File: src/rtl/i2cs_pkg.sv
package i2cs_pkg;
  typedef enum logic [2:0] {
    ST_IDLE,
    ST_RX,
    ST_ACK,
    ST_HOLD,
    ST_TX,
    ST_TXACK,
    ST_DONE
  } i2cs_state_t;

  localparam logic [1:0] RA_DATA = 2'd0;
  localparam logic [1:0] RA_CTRL = 2'd1;
  localparam logic [1:0] RA_OWN  = 2'd2;
endpackage

File: src/rtl/i2cs_line_sync.sv
module i2cs_line_sync #(
  parameter int STAGES = 2
) (
  input  logic clk,
  input  logic rst,
  input  logic scl_i,
  input  logic sda_i,
  output logic sda_s,
  output logic scl_rise,
  output logic scl_fall,
  output logic start_det,
  output logic stop_det
);
  logic [STAGES-1:0] scl_pipe, sda_pipe;
  logic scl_d, sda_d, scl_s;

  always_ff @(posedge clk) begin
    if (rst) begin
      scl_pipe <= '1;
      sda_pipe <= '1;
      scl_d    <= 1'b1;
      sda_d    <= 1'b1;
    end else begin
      scl_pipe <= {scl_pipe[STAGES-2:0], scl_i};
      sda_pipe <= {sda_pipe[STAGES-2:0], sda_i};
      scl_d    <= scl_pipe[STAGES-1];
      sda_d    <= sda_pipe[STAGES-1];
    end
  end

  assign scl_s     = scl_pipe[STAGES-1];
  assign sda_s     = sda_pipe[STAGES-1];
  assign scl_rise  = scl_s & ~scl_d;
  assign scl_fall  = ~scl_s & scl_d;
  // SDA moving while SCL stays high marks a bus condition
  assign start_det = scl_s & scl_d & sda_d & ~sda_s;
  assign stop_det  = scl_s & scl_d & ~sda_d & sda_s;
endmodule

File: src/rtl/i2cs_release_timer.sv
module i2cs_release_timer #(
  parameter int TLOW = 40
) (
  input  logic clk,
  input  logic rst,
  input  logic start,
  output logic done
);
  localparam int CW = $clog2(TLOW + 1);
  logic          run;
  logic [CW-1:0] cnt;

  assign done = run && (cnt == CW'(TLOW - 1));

  always_ff @(posedge clk) begin
    if (rst) begin
      run <= 1'b0;
      cnt <= '0;
    end else if (start) begin
      run <= 1'b1;
      cnt <= '0;
    end else if (done) begin
      run <= 1'b0;
    end else if (run) begin
      cnt <= cnt + 1'b1;
    end
  end
endmodule

File: src/rtl/i2c_slave_stretch.sv
module i2c_slave_stretch
  import i2cs_pkg::*;
#(
  parameter int         TLOW        = 40,
  parameter int         SYNC_STAGES = 2,
  parameter logic [6:0] OWN_RST     = 7'h7F
) (
  input  logic       clk,
  input  logic       rst,
  input  logic       scl_i,
  input  logic       sda_i,
  output logic       scl_oe,
  output logic       sda_oe,
  input  logic       arb_lost,
  input  logic       host_wr,
  input  logic       host_rd,
  input  logic [1:0] host_addr,
  input  logic [7:0] host_wdata,
  output logic [7:0] host_rdata,
  output logic       irq
);
  logic sda_s, scl_rise, scl_fall, start_det, stop_det;
  logic rel_req, rel_done;

  i2cs_line_sync #(.STAGES(SYNC_STAGES)) u_sync (
    .clk(clk), .rst(rst), .scl_i(scl_i), .sda_i(sda_i), .sda_s(sda_s),
    .scl_rise(scl_rise), .scl_fall(scl_fall),
    .start_det(start_det), .stop_det(stop_det)
  );

  i2cs_release_timer #(.TLOW(TLOW)) u_rel (
    .clk(clk), .rst(rst), .start(rel_req), .done(rel_done)
  );

  i2cs_state_t st;
  logic [3:0]  cnt;
  logic        is_addr;
  logic [7:0]  shreg, rx_buf, tx_buf;
  logic [6:0]  own;
  logic [2:0]  bit_cfg;
  logic        mst, al, al_pend, trx, aas, ad0, lrb;

  logic [3:0] nbits, word_bits;
  logic [2:0] tx_idx, tx_first;
  logic       buf_touch, pin_set;

  assign nbits     = (bit_cfg == 3'd0) ? 4'd8 : {1'b0, bit_cfg};
  assign word_bits = is_addr ? 4'd8 : nbits;
  assign tx_first  = 3'(nbits - 4'd1);
  assign tx_idx    = 3'(nbits - 4'd1 - cnt);
  assign buf_touch = (host_wr | host_rd) && (host_addr == RA_DATA);
  assign pin_set   = host_wr && (host_addr == RA_CTRL) && host_wdata[0];
  assign rel_req   = (st == ST_HOLD) && irq && (buf_touch || pin_set);

  always_ff @(posedge clk) begin
    if (rst) begin
      st <= ST_IDLE;  cnt <= '0;  is_addr <= 1'b0;  shreg <= '0;
      rx_buf <= '0;   tx_buf <= '0;  own <= OWN_RST;  bit_cfg <= '0;
      mst <= 1'b0;  al <= 1'b0;  al_pend <= 1'b0;  trx <= 1'b0;
      aas <= 1'b0;  ad0 <= 1'b0;  lrb <= 1'b0;  irq <= 1'b0;
      scl_oe <= 1'b0;  sda_oe <= 1'b0;  host_rdata <= '0;
    end else begin
      // host side
      if (host_wr) begin
        case (host_addr)
          RA_DATA: tx_buf <= host_wdata;
          RA_CTRL: begin
            bit_cfg <= host_wdata[3:1];
            mst     <= host_wdata[4];
            al      <= 1'b0;
          end
          RA_OWN:  own <= host_wdata[6:0];
          default: ;
        endcase
      end
      if (host_rd) begin
        case (host_addr)
          RA_DATA: host_rdata <= rx_buf;
          RA_CTRL: host_rdata <= {1'b0, lrb, mst, al, trx, aas, ad0, ~irq};
          RA_OWN:  host_rdata <= {1'b0, own};
          default: host_rdata <= '0;
        endcase
      end
      if (rel_req) irq <= 1'b0;
      if (arb_lost) begin
        al      <= 1'b1;
        mst     <= 1'b0;
        al_pend <= 1'b1;
      end

      // bus side
      if (stop_det && st != ST_HOLD) begin
        st <= ST_IDLE;  sda_oe <= 1'b0;
        aas <= 1'b0;  ad0 <= 1'b0;  trx <= 1'b0;
      end else if (start_det && st != ST_HOLD) begin
        st <= ST_RX;  is_addr <= 1'b1;  cnt <= '0;  shreg <= '0;
        sda_oe <= 1'b0;  aas <= 1'b0;  ad0 <= 1'b0;  trx <= 1'b0;
      end else begin
        case (st)
          ST_RX: begin
            if (scl_rise) begin
              shreg <= {shreg[6:0], sda_s};
              cnt   <= cnt + 4'd1;
            end else if (scl_fall && cnt == word_bits) begin
              st <= ST_ACK;
              if (is_addr) begin
                if (shreg == 8'h00) begin
                  ad0 <= 1'b1;  sda_oe <= 1'b1;
                end else if (shreg[7:1] == own) begin
                  aas <= 1'b1;  trx <= shreg[0];  sda_oe <= 1'b1;
                end
              end else begin
                rx_buf <= shreg;
                if (aas || ad0) sda_oe <= 1'b1;
              end
            end
          end
          ST_ACK: begin
            if (scl_fall) begin
              sda_oe <= 1'b0;  is_addr <= 1'b0;  cnt <= '0;  shreg <= '0;
              if (aas || ad0 || al_pend) begin
                st <= ST_HOLD;  scl_oe <= 1'b1;  irq <= 1'b1;  al_pend <= 1'b0;
              end else begin
                st <= ST_RX;
              end
            end
          end
          ST_HOLD: begin
            if (rel_done) begin
              scl_oe <= 1'b0;  cnt <= '0;  shreg <= '0;
              if (trx) begin
                st     <= ST_TX;
                sda_oe <= ~tx_buf[tx_first];
              end else begin
                st <= ST_RX;
              end
            end
          end
          ST_TX: begin
            if (scl_rise) begin
              cnt <= cnt + 4'd1;
            end else if (scl_fall) begin
              if (cnt == nbits) begin
                sda_oe <= 1'b0;  st <= ST_TXACK;
              end else begin
                sda_oe <= ~tx_buf[tx_idx];
              end
            end
          end
          ST_TXACK: begin
            if (scl_rise) begin
              lrb <= sda_s;
            end else if (scl_fall) begin
              if (lrb) begin
                st <= ST_DONE;
              end else begin
                st <= ST_HOLD;  scl_oe <= 1'b1;  irq <= 1'b1;  al_pend <= 1'b0;
              end
            end
          end
          default: ;
        endcase
      end
    end
  end
endmodule

File: config.mk
export PLATFORM = sky130hd
export DESIGN_NAME = i2c_slave_stretch
export DESIGN_NICKNAME = d
export VERILOG_FILES = /design/src/rtl/i2cs_pkg.sv /design/src/rtl/i2cs_line_sync.sv /design/src/rtl/i2cs_release_timer.sv /design/src/rtl/i2c_slave_stretch.sv
export SDC_FILE = /design/constraint.sdc
export NUM_CORES = 1
export LEC_CHECK = 0
export BUFFER_PORTS_ARGS = -buffer_cell sky130_fd_sc_hd__buf_2
export CORE_UTILIZATION = 30
export DETAILED_ROUTE_END_ITERATION = 10
export GPL_ROUTABILITY_DRIVEN = 1
export PLACE_DENSITY = 0.49
export SYNTH_ARGS = -nofsm -noshare
export SYNTH_HDL_FRONTEND = slang
export SYNTH_HIERARCHICAL = 1
export SYNTH_SLANG_ARGS = --single-unit
export TNS_END_PERCENT = 30
File: constraint.sdc
create_clock -name clk -period 2.9 [get_ports clk]
set_input_delay 0.58 -clock clk [delete_from_list [all_inputs] [get_ports clk]]
set_output_delay 0.58 -clock clk [all_outputs]
set_load 0.03 [all_outputs]
==> key figures <==
Clock tree
  – H-tree depth: 3
  – CTS tree: done
  – Post-CTS setup buffers: 0
  – Number of buffers created by CTS: 9
  – Resize count post-CTS: 0
  – # clock sinks: 73
  – CTS Hold Bufs: 0
  – Clock transition at path regs: 0.06 ns
  – Root Buffer: clkbuf_16
  – Clock tree buffer depth: 2
  – Clock latency on the worst-skew pair: 0.33 ns

Finish
  – ANT cells: 0
  – Share of cells above drive strength 1: 14.4%
  – Area Overhead vs Synth: 15.2%
  – Final std cells w/o fill: 646
  – Final #Nets: 493

Placed design
  – Placed cell count: 630
  – RePlAce Congestion: ~0.8
  – # port buffers: 27
  – DP HPWL: 6950 µm

Global routing
  – Global-route wire length before repair: 15,700 µm
  – Initial antenna violation count: 0
  – Vias in the first global route: 3,103
  – Pin count of the biggest net entering global routing: 47
  – GRT Overall Usage: 15.4%
  – Gr ovfl total: 0

Synthesis
  – Ys async rst share: 0%
  – Avg Inst Size Synth: about 8.4 µm²
  – Post-synth top area share: 38.4%
  – Number of synthesized flops with an enable pin: 0
  – Synth Cell Area: 3800 µm²
  – Seq/Total Area, Yosys: 38.4%
  – Unique cell type count in the Yosys netlist: 63
  – Ys Warns: 6
  – Post-synthesis net count: approximately 470
  – Yosys reg bits: 73
  – Yosys top cell by area: dfxtp_1
  – Area contributors post-synth: dfxtp_1 (38%), mux2i_1 (6.1%), a21oi_1 (5.5%)
  – Cells after Synth: 452
  – Synth Flop Type: dfxtp_1

Pwr
  – Total power: 2.26 mW
  – LEAKAGE: 1.80 nW
  – Pwr/cell area: 516 nW/µm²
  – Max VDD drop: roughly 0.22 mV

STA
  – Final hold vios: 0
  – Unrepaired setup endpoints after global routing: false
  – Fin crit share: 84.9%
  – Fin Setup TNS: 0 ns
  – Tmin final: between 2 and 2.5 ns
  – Achievable Freq: 0.406 GHz
  – # setup viols final: 0
  – Max Slew Vio Count: 0
  – Worst-Margin Slew: around 0.64 ns
  – Rel. slew slack: 57.4%
  – Worst Skew: 0.00572 ns

Detailed routing
  – Detailed-router iteration count before antenna repair: 4
  – Via/cell ratio: between 5 and 6
  – Final wirelength: 9640 µm
  – Drt wl/cell: 14.9 µm
  – 1st-iter DRT viols: 182
  – Number of remaining DRC errors: 0
  – Via Count: 3,267
  – Antenna viol nets, final: 0

Critical path
  – Worst Setup Path Type: reg2reg
  – WP data arrival: roughly 2.7 ns
  – CP Max Fanout: 11
  – CP startpoint kind: flip-flop
  – Crit. End Element: flip-flop
  – CP required: 3.16 ns

Floorplanning
  – Core ar.: roughly 12,000 µm²
  – IO Pins: 28
  – Die W: 115 µm
  – Num rows: 40
  – Die Ht: between 100 and 150 µm
  – Initial Util: 31.3%
  – Full die area: 13,100 µm²

Run
  – Max cap viols: 0

Worst hold path
  – Hold crit path type: reg2reg

Status
  – Outcome: complete, no violations
==> area by class of cell <==
cell class / count / area [µm²]
fill: 1247 / 7780
multi-input combinational: 346 / 2210
tap: 168 / 210
clock buffer: 11 / 243
timing repair buffer: 35 / 195
sequential: 73 / 1460
clock inverter: 5 / 31.3
inverter: 8 / 30.0
==> worst max-delay path, cell delays in order, from the launching register on <==
cell      delay [ns]
dfxtp_1         0.33
and4b_1         0.51
nor2_1          0.10
o21ai_1         0.26
o221ai_2        0.25
or2_2           0.33
or3b_2          0.46
a21oi_1         0.15
==> Yosys cell counts (2+ instances only) <==
cell type	number
buf_2	4
nor3_1	9
and3_1	11
or3_1	7
dfxtp_1	73
or2_1	6
or2_2	6
mux2i_1	23
xnor2_1	12
xor2_1	2
a211o_1	7
or4_1	2
nand4_1	5
nand3b_1	2
nor3b_1	4
o21ai_0	16
nand3_1	13
mux4_2	2
o21bai_1	2
inv_1	8
nor2_1	54
nand2b_1	4
and4b_1	2
o22ai_1	2
mux4_1	2
o211a_1	3
a211oi_1	12
o21ai_1	2
o21a_1	2
o2111ai_1	3
ha_1	2
a21oi_1	42
nand2_1	44
and2_1	4
nor2b_1	12
nand4_2	2
and3b_1	2
clkbuf_1	19
==> state kept, by name (all words and copies together), names as in the netlist, 2 cells and up <==
| name | cells |
|---|---|
| bit_cfg | 3 |
| cnt | 4 |
| host_rdata | 8 |
| own | 7 |
| rx_buf | 8 |
| shreg | 8 |
| st | 3 |
| tx_buf | 8 |
| u_rel/cnt | 6 |
| u_sync/scl_pipe | 2 |
| u_sync/sda_pipe | 2 |
==> power breakdown <==
group	leakage [nW]	switching, mW	internal, mW
logic	1.07	0.112	0.0717
registers	0.594	0.0230	1.03
clock network	0.135	0.428	0.599
==> cell usage in the layout, fill, tap and decap left out, types with 13 or more instances in the layout <==
| cell | count |
|---|---|
| nor2_1 | 54 |
| buf_2 | 27 |
| a21oi_1 | 42 |
| mux2i_1 | 23 |
| o21ai_0 | 16 |
| nand2_1 | 44 |
| dfxtp_1 | 73 |
| nand3_1 | 13 |
==> path summary, 6_finish.rpt <==
check / cells after the start / endpoint / from / slack (ns)
min reg2reg: 1 / u_sync/scl_pipe[1]$_SDFF_PP1_ / u_sync/scl_pipe[0]$_SDFF_PP1_ / 0.40
max: 7 / cnt[2]$_SDFFE_PP0P_ / u_sync/sda_pipe[1]$_SDFF_PP1_ / 0.44
min: 1 / u_sync/scl_pipe[1]$_SDFF_PP1_ / u_sync/scl_pipe[0]$_SDFF_PP1_ / 0.40
max reg2reg: 7 / cnt[2]$_SDFFE_PP0P_ / u_sync/sda_pipe[1]$_SDFF_PP1_ / 0.44
==> cell families (layout without fill, tap and decap cells) <==
kind of cell / after synthesis / count (layout) / share of synthesized area, %
simple gates: 194 / 194 / 26.0
compound gates: 106 / 106 / 18.2
fa+ha+maj: 3 / 3 / 1.18
flops: 73 / 73 / 38.4
buf+inv: 33 / 59 / 3.49
xor+xnor: 15 / 15 / 3.82
mux: 28 / 28 / 8.91
==> per-stage QoR <==
step                hold WS (ns)  utilization (%)  setup WS (ns)  instance area, µm²
floorplan                  0.383                -          0.630                3800
global placement           0.387             33.8          0.515                4110
detailed placement         0.389             33.8          0.429                4110
CTS                        0.401             36.0          0.419                4380
global route               0.419             36.0          0.233                4380
finish                     0.400             36.0          0.437                4380
==> layer usage <==
| metal | share of wire, % | track usage, % | up-vias |
|---|---|---|---|
| met5 | 0 | 0 | - |
| met4 | 1.7 | 5.80 | 0 |
| met3 | 2.7 | 3.18 | 12 |
| met2 | 45 | 24.2 | 45 |
| met1 | 50 | 20.8 | 1555 |
| li1 | - | - | 1655 |
Note: power is estimated with default switching activity, not from simulation.
